==> src/rtl/fst_pkg.sv <==
package fst_pkg;

  typedef enum logic [1:0] {
    MODE_SINGLE = 2'd0,
    MODE_HASH1  = 2'd1,
    MODE_HASHK  = 2'd2,
    MODE_SPARE  = 2'd3
  } tag_mode_e;

  // Odd multiplier used by hash lane j.
  function automatic logic [31:0] lane_mult(input int j);
    logic [31:0] base;
    base = 32'h9E37_79B1 + (32'(j) * 32'h7F4A_7C16);
    return base | 32'h1;
  endfunction

  // Rotation amount of hash lane j, always within 1..31.
  function automatic int lane_rot(input int j);
    return 1 + ((7 * j + 4) % 31);
  endfunction

endpackage

==> src/rtl/fst_rst_sync.sv <==
module fst_rst_sync (
  input  logic clk,
  input  logic rst_n_i,
  output logic rst_n_o
);
  logic [1:0] sync_q;
  logic [1:0] sync_d;

  always_comb sync_d = {sync_q[0], 1'b1};

  always_ff @(posedge clk or negedge rst_n_i) begin
    if (!rst_n_i) sync_q <= '0;
    else          sync_q <= sync_d;
  end

  assign rst_n_o = sync_q[1];
endmodule

==> src/rtl/fst_hash_lane.sv <==
module fst_hash_lane #(
  parameter int LANE  = 0,
  parameter int IDX_W = 3
) (
  input  logic [31:0]      src_i,
  input  logic [31:0]      dst_i,
  output logic [IDX_W-1:0] idx_o
);
  localparam logic [31:0] MULT = fst_pkg::lane_mult(LANE);
  localparam int          ROT  = fst_pkg::lane_rot(LANE);

  logic [31:0] rot_d;
  logic [31:0] mixed;
  logic [31:0] prod;

  always_comb begin
    rot_d = (dst_i << ROT) | (dst_i >> (32 - ROT));
    mixed = src_i ^ rot_d;
    prod  = mixed * MULT;
    idx_o = IDX_W'(prod >> (32 - IDX_W));
  end
endmodule

==> src/rtl/fst_lane_sel.sv <==
module fst_lane_sel #(
  parameter int K     = 3,
  parameter int IDX_W = 3
) (
  input  fst_pkg::tag_mode_e   mode_i,
  input  logic [K*IDX_W-1:0]   hash_idx_i,
  output logic [K-1:0]         act_o,
  output logic [K*IDX_W-1:0]   idx_o
);
  always_comb begin
    act_o = K'(1);
    idx_o = '0;
    case (mode_i)
      fst_pkg::MODE_HASH1: begin
        idx_o[IDX_W-1:0] = hash_idx_i[IDX_W-1:0];
      end
      fst_pkg::MODE_HASHK: begin
        act_o = '1;
        idx_o = hash_idx_i;
      end
      default: begin
        act_o = K'(1);
        idx_o = '0;
      end
    endcase
  end
endmodule

==> src/rtl/fst_ctr_bank.sv <==
module fst_ctr_bank #(
  parameter int N_OUT  = 4,
  parameter int M      = 8,
  parameter int K      = 3,
  parameter int SEQ_W  = 10,
  parameter int DEST_W = 2,
  parameter int IDX_W  = 3
) (
  input  logic                 clk,
  input  logic                 rst_n,
  input  logic                 fire_i,
  input  logic [DEST_W-1:0]    dest_i,
  input  logic [K-1:0]         act_i,
  input  logic [K*IDX_W-1:0]   idx_i,
  output logic [K*SEQ_W-1:0]   val_o
);
  localparam int DEPTH = N_OUT * M;
  localparam int AW    = DEST_W + IDX_W;

  logic [SEQ_W-1:0] cnt_q [DEPTH];
  logic [SEQ_W-1:0] cnt_d [DEPTH];
  logic [DEPTH-1:0] hit;
  logic [AW-1:0]    addr [K];

  for (genvar j = 0; j < K; j++) begin : g_addr
    assign addr[j] = {dest_i, idx_i[j*IDX_W +: IDX_W]};
    assign val_o[j*SEQ_W +: SEQ_W] = act_i[j] ? cnt_q[addr[j]] : '0;
  end

  // A counter named by several lanes of one cell is hit once.
  always_comb begin
    hit = '0;
    for (int c = 0; c < DEPTH; c++) begin
      for (int j = 0; j < K; j++) begin
        if (fire_i && act_i[j] && (addr[j] == AW'(c))) hit[c] = 1'b1;
      end
      cnt_d[c] = cnt_q[c] + SEQ_W'(1);
    end
  end

  always_ff @(posedge clk or negedge rst_n) begin
    if (!rst_n) begin
      for (int c = 0; c < DEPTH; c++) cnt_q[c] <= '0;
    end else begin
      for (int c = 0; c < DEPTH; c++) begin
        if (hit[c]) cnt_q[c] <= cnt_d[c];
      end
    end
  end
endmodule

==> src/rtl/fst_tagger.sv <==
module fst_tagger #(
  parameter int N_OUT  = 4,
  parameter int M      = 8,
  parameter int K      = 3,
  parameter int SEQ_W  = 10,
  parameter int DATA_W = 32,
  localparam int DEST_W = $clog2(N_OUT),
  localparam int IDX_W  = $clog2(M)
) (
  input  logic                 clk,
  input  logic                 rst_n,
  input  logic [1:0]           tag_mode,
  input  logic                 in_valid,
  output logic                 in_ready,
  input  logic [DEST_W-1:0]    in_dest,
  input  logic [31:0]          in_src,
  input  logic [31:0]          in_dst,
  input  logic [DATA_W-1:0]    in_data,
  output logic                 out_valid,
  input  logic                 out_ready,
  output logic [DEST_W-1:0]    out_dest,
  output logic [DATA_W-1:0]    out_data,
  output logic [K-1:0]         out_lanes,
  output logic [K*IDX_W-1:0]   out_idx,
  output logic [K*SEQ_W-1:0]   out_seq
);
  logic               rst_n_s;
  logic               fire;
  logic [K*IDX_W-1:0] hash_idx;
  logic [K-1:0]       lane_act;
  logic [K*IDX_W-1:0] lane_idx;

  fst_rst_sync u_rst (
    .clk     (clk),
    .rst_n_i (rst_n),
    .rst_n_o (rst_n_s)
  );

  assign in_ready  = out_ready & rst_n_s;
  assign out_valid = in_valid & rst_n_s;
  assign fire      = in_valid & in_ready;

  for (genvar j = 0; j < K; j++) begin : g_hash
    fst_hash_lane #(.LANE(j), .IDX_W(IDX_W)) u_hash (
      .src_i (in_src),
      .dst_i (in_dst),
      .idx_o (hash_idx[j*IDX_W +: IDX_W])
    );
  end

  fst_lane_sel #(.K(K), .IDX_W(IDX_W)) u_sel (
    .mode_i     (fst_pkg::tag_mode_e'(tag_mode)),
    .hash_idx_i (hash_idx),
    .act_o      (lane_act),
    .idx_o      (lane_idx)
  );

  fst_ctr_bank #(
    .N_OUT(N_OUT), .M(M), .K(K), .SEQ_W(SEQ_W), .DEST_W(DEST_W), .IDX_W(IDX_W)
  ) u_bank (
    .clk    (clk),
    .rst_n  (rst_n_s),
    .fire_i (fire),
    .dest_i (in_dest),
    .act_i  (lane_act),
    .idx_i  (lane_idx),
    .val_o  (out_seq)
  );

  assign out_lanes = lane_act;
  assign out_idx   = lane_idx;
  assign out_dest  = in_dest;
  assign out_data  = in_data;
endmodule

==> config.mk <==
export PLATFORM = sky130hd
export DESIGN_NAME = fst_tagger
export DESIGN_NICKNAME = d
export VERILOG_FILES = /design/src/rtl/fst_pkg.sv /design/src/rtl/fst_rst_sync.sv /design/src/rtl/fst_hash_lane.sv /design/src/rtl/fst_lane_sel.sv /design/src/rtl/fst_ctr_bank.sv /design/src/rtl/fst_tagger.sv
export SDC_FILE = /design/constraint.sdc
export NUM_CORES = 2
export LEC_CHECK = 0
export BUFFER_PORTS_ARGS = -buffer_cell sky130_fd_sc_hd__buf_2
export CAP_MARGIN = 20
export CORE_ASPECT_RATIO = 1.1
export CORE_MARGIN = 5
export CORE_UTILIZATION = 37
export CTS_CLUSTER_DIAMETER = 150
export DETAILED_ROUTE_END_ITERATION = 16
export PLACE_DENSITY = 0.61
export RECOVER_POWER = 100
export REMOVE_ABC_BUFFERS = 1
export SLEW_MARGIN = 20
export SYNTH_ARGS = -nofsm -noshare
export SYNTH_HDL_FRONTEND = slang
export SYNTH_SLANG_ARGS = --single-unit
export TNS_END_PERCENT = 100
==> constraint.sdc <==
create_clock -name clk -period 14.85 [get_ports clk]
set_input_delay 2.97 -clock clk [delete_from_list [all_inputs] [get_ports clk]]
set_output_delay 2.97 -clock clk [all_outputs]
set_load 0.005 [all_outputs]
==> out/results.ini <==
[status]
status=complete, but fails checks
violations=max-capacitance violations, max-slew violations

[cells_and_area]
final_layout_size_suffix_gt1_frac=0.122
area_delta_synth_final_pct=11.9
antennaDiodeCount=0
multi_input_area_um2=37600
nets=6687
fillers=13300
seqCellArea_um2=8060

[floorplanning]
die_w_um=361
rows=141
die_h_um=396
die_area_um2=143000
ioPinCount=182
core-area_um2=134000
start_util=0.372

[drt]
wire_per_inst_um=25.5
drc_errors=0
first_pass_iters=7
vias=40000
avgViaCountPerCell=5.56
drt_iter0_markers=3889
routed_wl_mm=183
ant_nets=0

[synth]
yosysUniqueCellTypes=103
async_flop_share=1.00
ys_seq_elements=322
seq_area_frac_synth=0.161
synthesis.area_um2=50000
avgSynthCellArea_um2=9.65
synth_edf_count=0
synthFlopType=dfrtp_1
syn_inst=5182
ys_warn_count=0

[clock_network]
cts_buffer_depth=3
clk_latency_ns=0.57
htreeDepth=2
clk_pin_slew_worst_paths_ns=0.06
clock-root-buffer=clkbuf_16
cts.sinks=322
cts_made_buffers=36
cts_tree=built

[critical_path]
cp_common_cell=fa_1
worstSetupStartpointType=input port
end_kind=output pin
r2r-start=u_rst.sync_q[1]
critPathSlowestCell=fa_1
worst_ep_arrival_time_ns=11.78
r2r_setup_slack_ns=3.87
path_max_fanout=6
crit_required_ns=11.88
cpPeakStageDelay_ns=0.55
crit_type=in2out
critPathLaunch=in_src[5]

[timing]
hold_viol=0
fin_setup_tns_ns=0
fin_skew_ns=0.0147
setup-violations-final=0
rsz0062_at_grt=true
worst_pin_slew_ns=8.92
worst_slack_ns=0.101
fmax_ghz=0.0678
post-route-period-util=0.993
slew_viol_final=323
whs_ns=0.355
slew_headroom=-4.95
fin_crit_ns=14.75

[hold_path]
hp-start=u_rst.sync_q[0]
min_path_type=reg2reg

[placed_design]
gp_congestion=1.09
place_ws_ns=-0.202
hpwlAfterDp_mm=151
numPortBuffers=116

[job]
cap_violations=2

[global_route]
grt_pass1_vias=41600
grt_pass1_wl_mm=274
grt_usage=0.253
antenna_found_initial=2
overflow=0
grt_max_degree=169

metal layers:
| metal | routed length, um | global-route usage | vias to the layer above |
|---|---|---|---|
| li1 | - | - | 17500 |
| met1 | 73000 | 0.331 | 20000 |
| met2 | 84000 | 0.414 | 1990 |
| met3 | 14100 | 0.0365 | 545 |
| met4 | 12200 | 0.124 | 0 |
| met5 | 0 | 0.00101 | - |
flip-flops by register name, summed over array words and instances, names as in the netlist:
register / count
u_rst.sync_q: 2
u_bank.cnt_q: 320
final cells by class:
type,instances,share of cell area
Timing Repair Buffer,415,0.0592
Sequential cell,322,0.144
Inverter,955,0.0644
Clock inverter,11,0.00275
Multi-Input combinational cell,3663,0.671
Clock buffer,51,0.0187
Tap cell,1787,0.0399
cell families (layout without fill, tap and decap cells):
| kind of cell | count (synthesis) | count (layout) | synth area share |
|---|---|---|---|
| compound gates | 496 | 496 | 0.0691 |
| xor+xnor | 508 | 508 | 0.0913 |
| fa+ha+maj | 1191 | 1191 | 0.390 |
| buf+inv | 1198 | 1432 | 0.0950 |
| flops | 322 | 322 | 0.161 |
| mux | 369 | 369 | 0.0864 |
| other cells | 1 | 2 | 0.0000750 |
| simple gates | 1097 | 1097 | 0.107 |
stage by stage:
stage | cells | util | area (um2)
3_5_place_dp | 7129 | 0.404 | 54400
6_report | 7204 | 0.416 | 56000
4_1_cts | 7195 | 0.414 | 55700
3_3_place_gp | 7129 | 0.404 | 54400
2_1_floorplan | 4940 | - | 48900
5_1_grt | 7204 | 0.416 | 56000
worst max-delay path: cells and delay by family:
family	cells	cell delay, ns
AO/OA/AOI/OAI	6	1.98
XOR/XNOR	1	0.39
adder cells (fa/ha/maj)	9	4.25
buffers and inverters	12	1.84
multiplexers	1	0.25
AND/OR/NAND/NOR	1	0.07
cell usage in the layout (no fill, tap or decap), types with 8 or more instances in the layout:
master     netlist  layout
nor2_1         121     116
nand4_1        105     105
a211oi_1        26      25
o221ai_1        10      10
buf_4           47     253
ha_1           574     574
mux2i_2          0       8
o21ai_0        103     102
buf_2           62     114
nor4b_1          9       9
dfrtp_1        322     321
fa_1           616     614
o22ai_1         12      12
nor4_1          20      21
a311oi_1        24      19
mux2_2          42      42
a31oi_1         58      56
a221oi_1        10      10
mux2i_1        281     271
xor2_2           2      17
inv_1          946     939
nand3_1        147     146
a21o_1          14      14
and3_1         111     111
clkbuf_16        0      38
xor2_1         203     186
a32oi_1         11      11
nand2_1        444     442
buf_12           0      30
o211ai_1        44      45
nor3_1          51      52
a21oi_2          7       8
xnor2_1        296     292
a21oi_1         83      82
mux4_2          46      46
and2_1          22      19
inv_2            6      11
clkbuf_1       111      14
and4_1          14      14
Yosys cell counts (all sizes together), types with 15 or more instances:
library cell	count	area, um2
nor2	125	484
inv	952	3570
a211oi	29	248
mux4	46	1040
mux2i	281	2810
o211ai	45	343
xor2	206	1840
ha	574	7180
buf	132	749
nand3	148	746
a311oi	24	210
o21ai	107	539
a21oi	90	477
and3	111	694
nor4	23	163
mux2	42	473
fa	616	12300
dfrtp	322	8060
nand4	105	657
and2	23	144
clkbuf	111	417
nor3	54	285
nand2	444	1670
xnor2	296	2590
a21o	15	114
a31oi	58	363
final timing paths:
kind / to / cells past startpoint
worst min register to register: u_rst.sync_q[1] / 0
worst max register to register: u_bank.cnt_q[21] / 2
max in group asynchronous: u_bank.cnt_q[21] / 2
worst min-delay path: u_rst.sync_q[1] / 0
worst max-delay path: out_seq[17] / 30
min in group asynchronous: u_rst.sync_q[1] / 1
timing repair:
item                                    4_1_cts  5_1_grt
buffers inserted                              2        7
hold buffers                                  0        0
pin swaps                                     1        8
resized for setup                             9       66
endpoints found under the setup margin       17       30
cloned                                        2        1
Power is left out: the tool's default activity adds up to more than one toggle a clock period on the data nets, which glitch-free logic cannot reach.
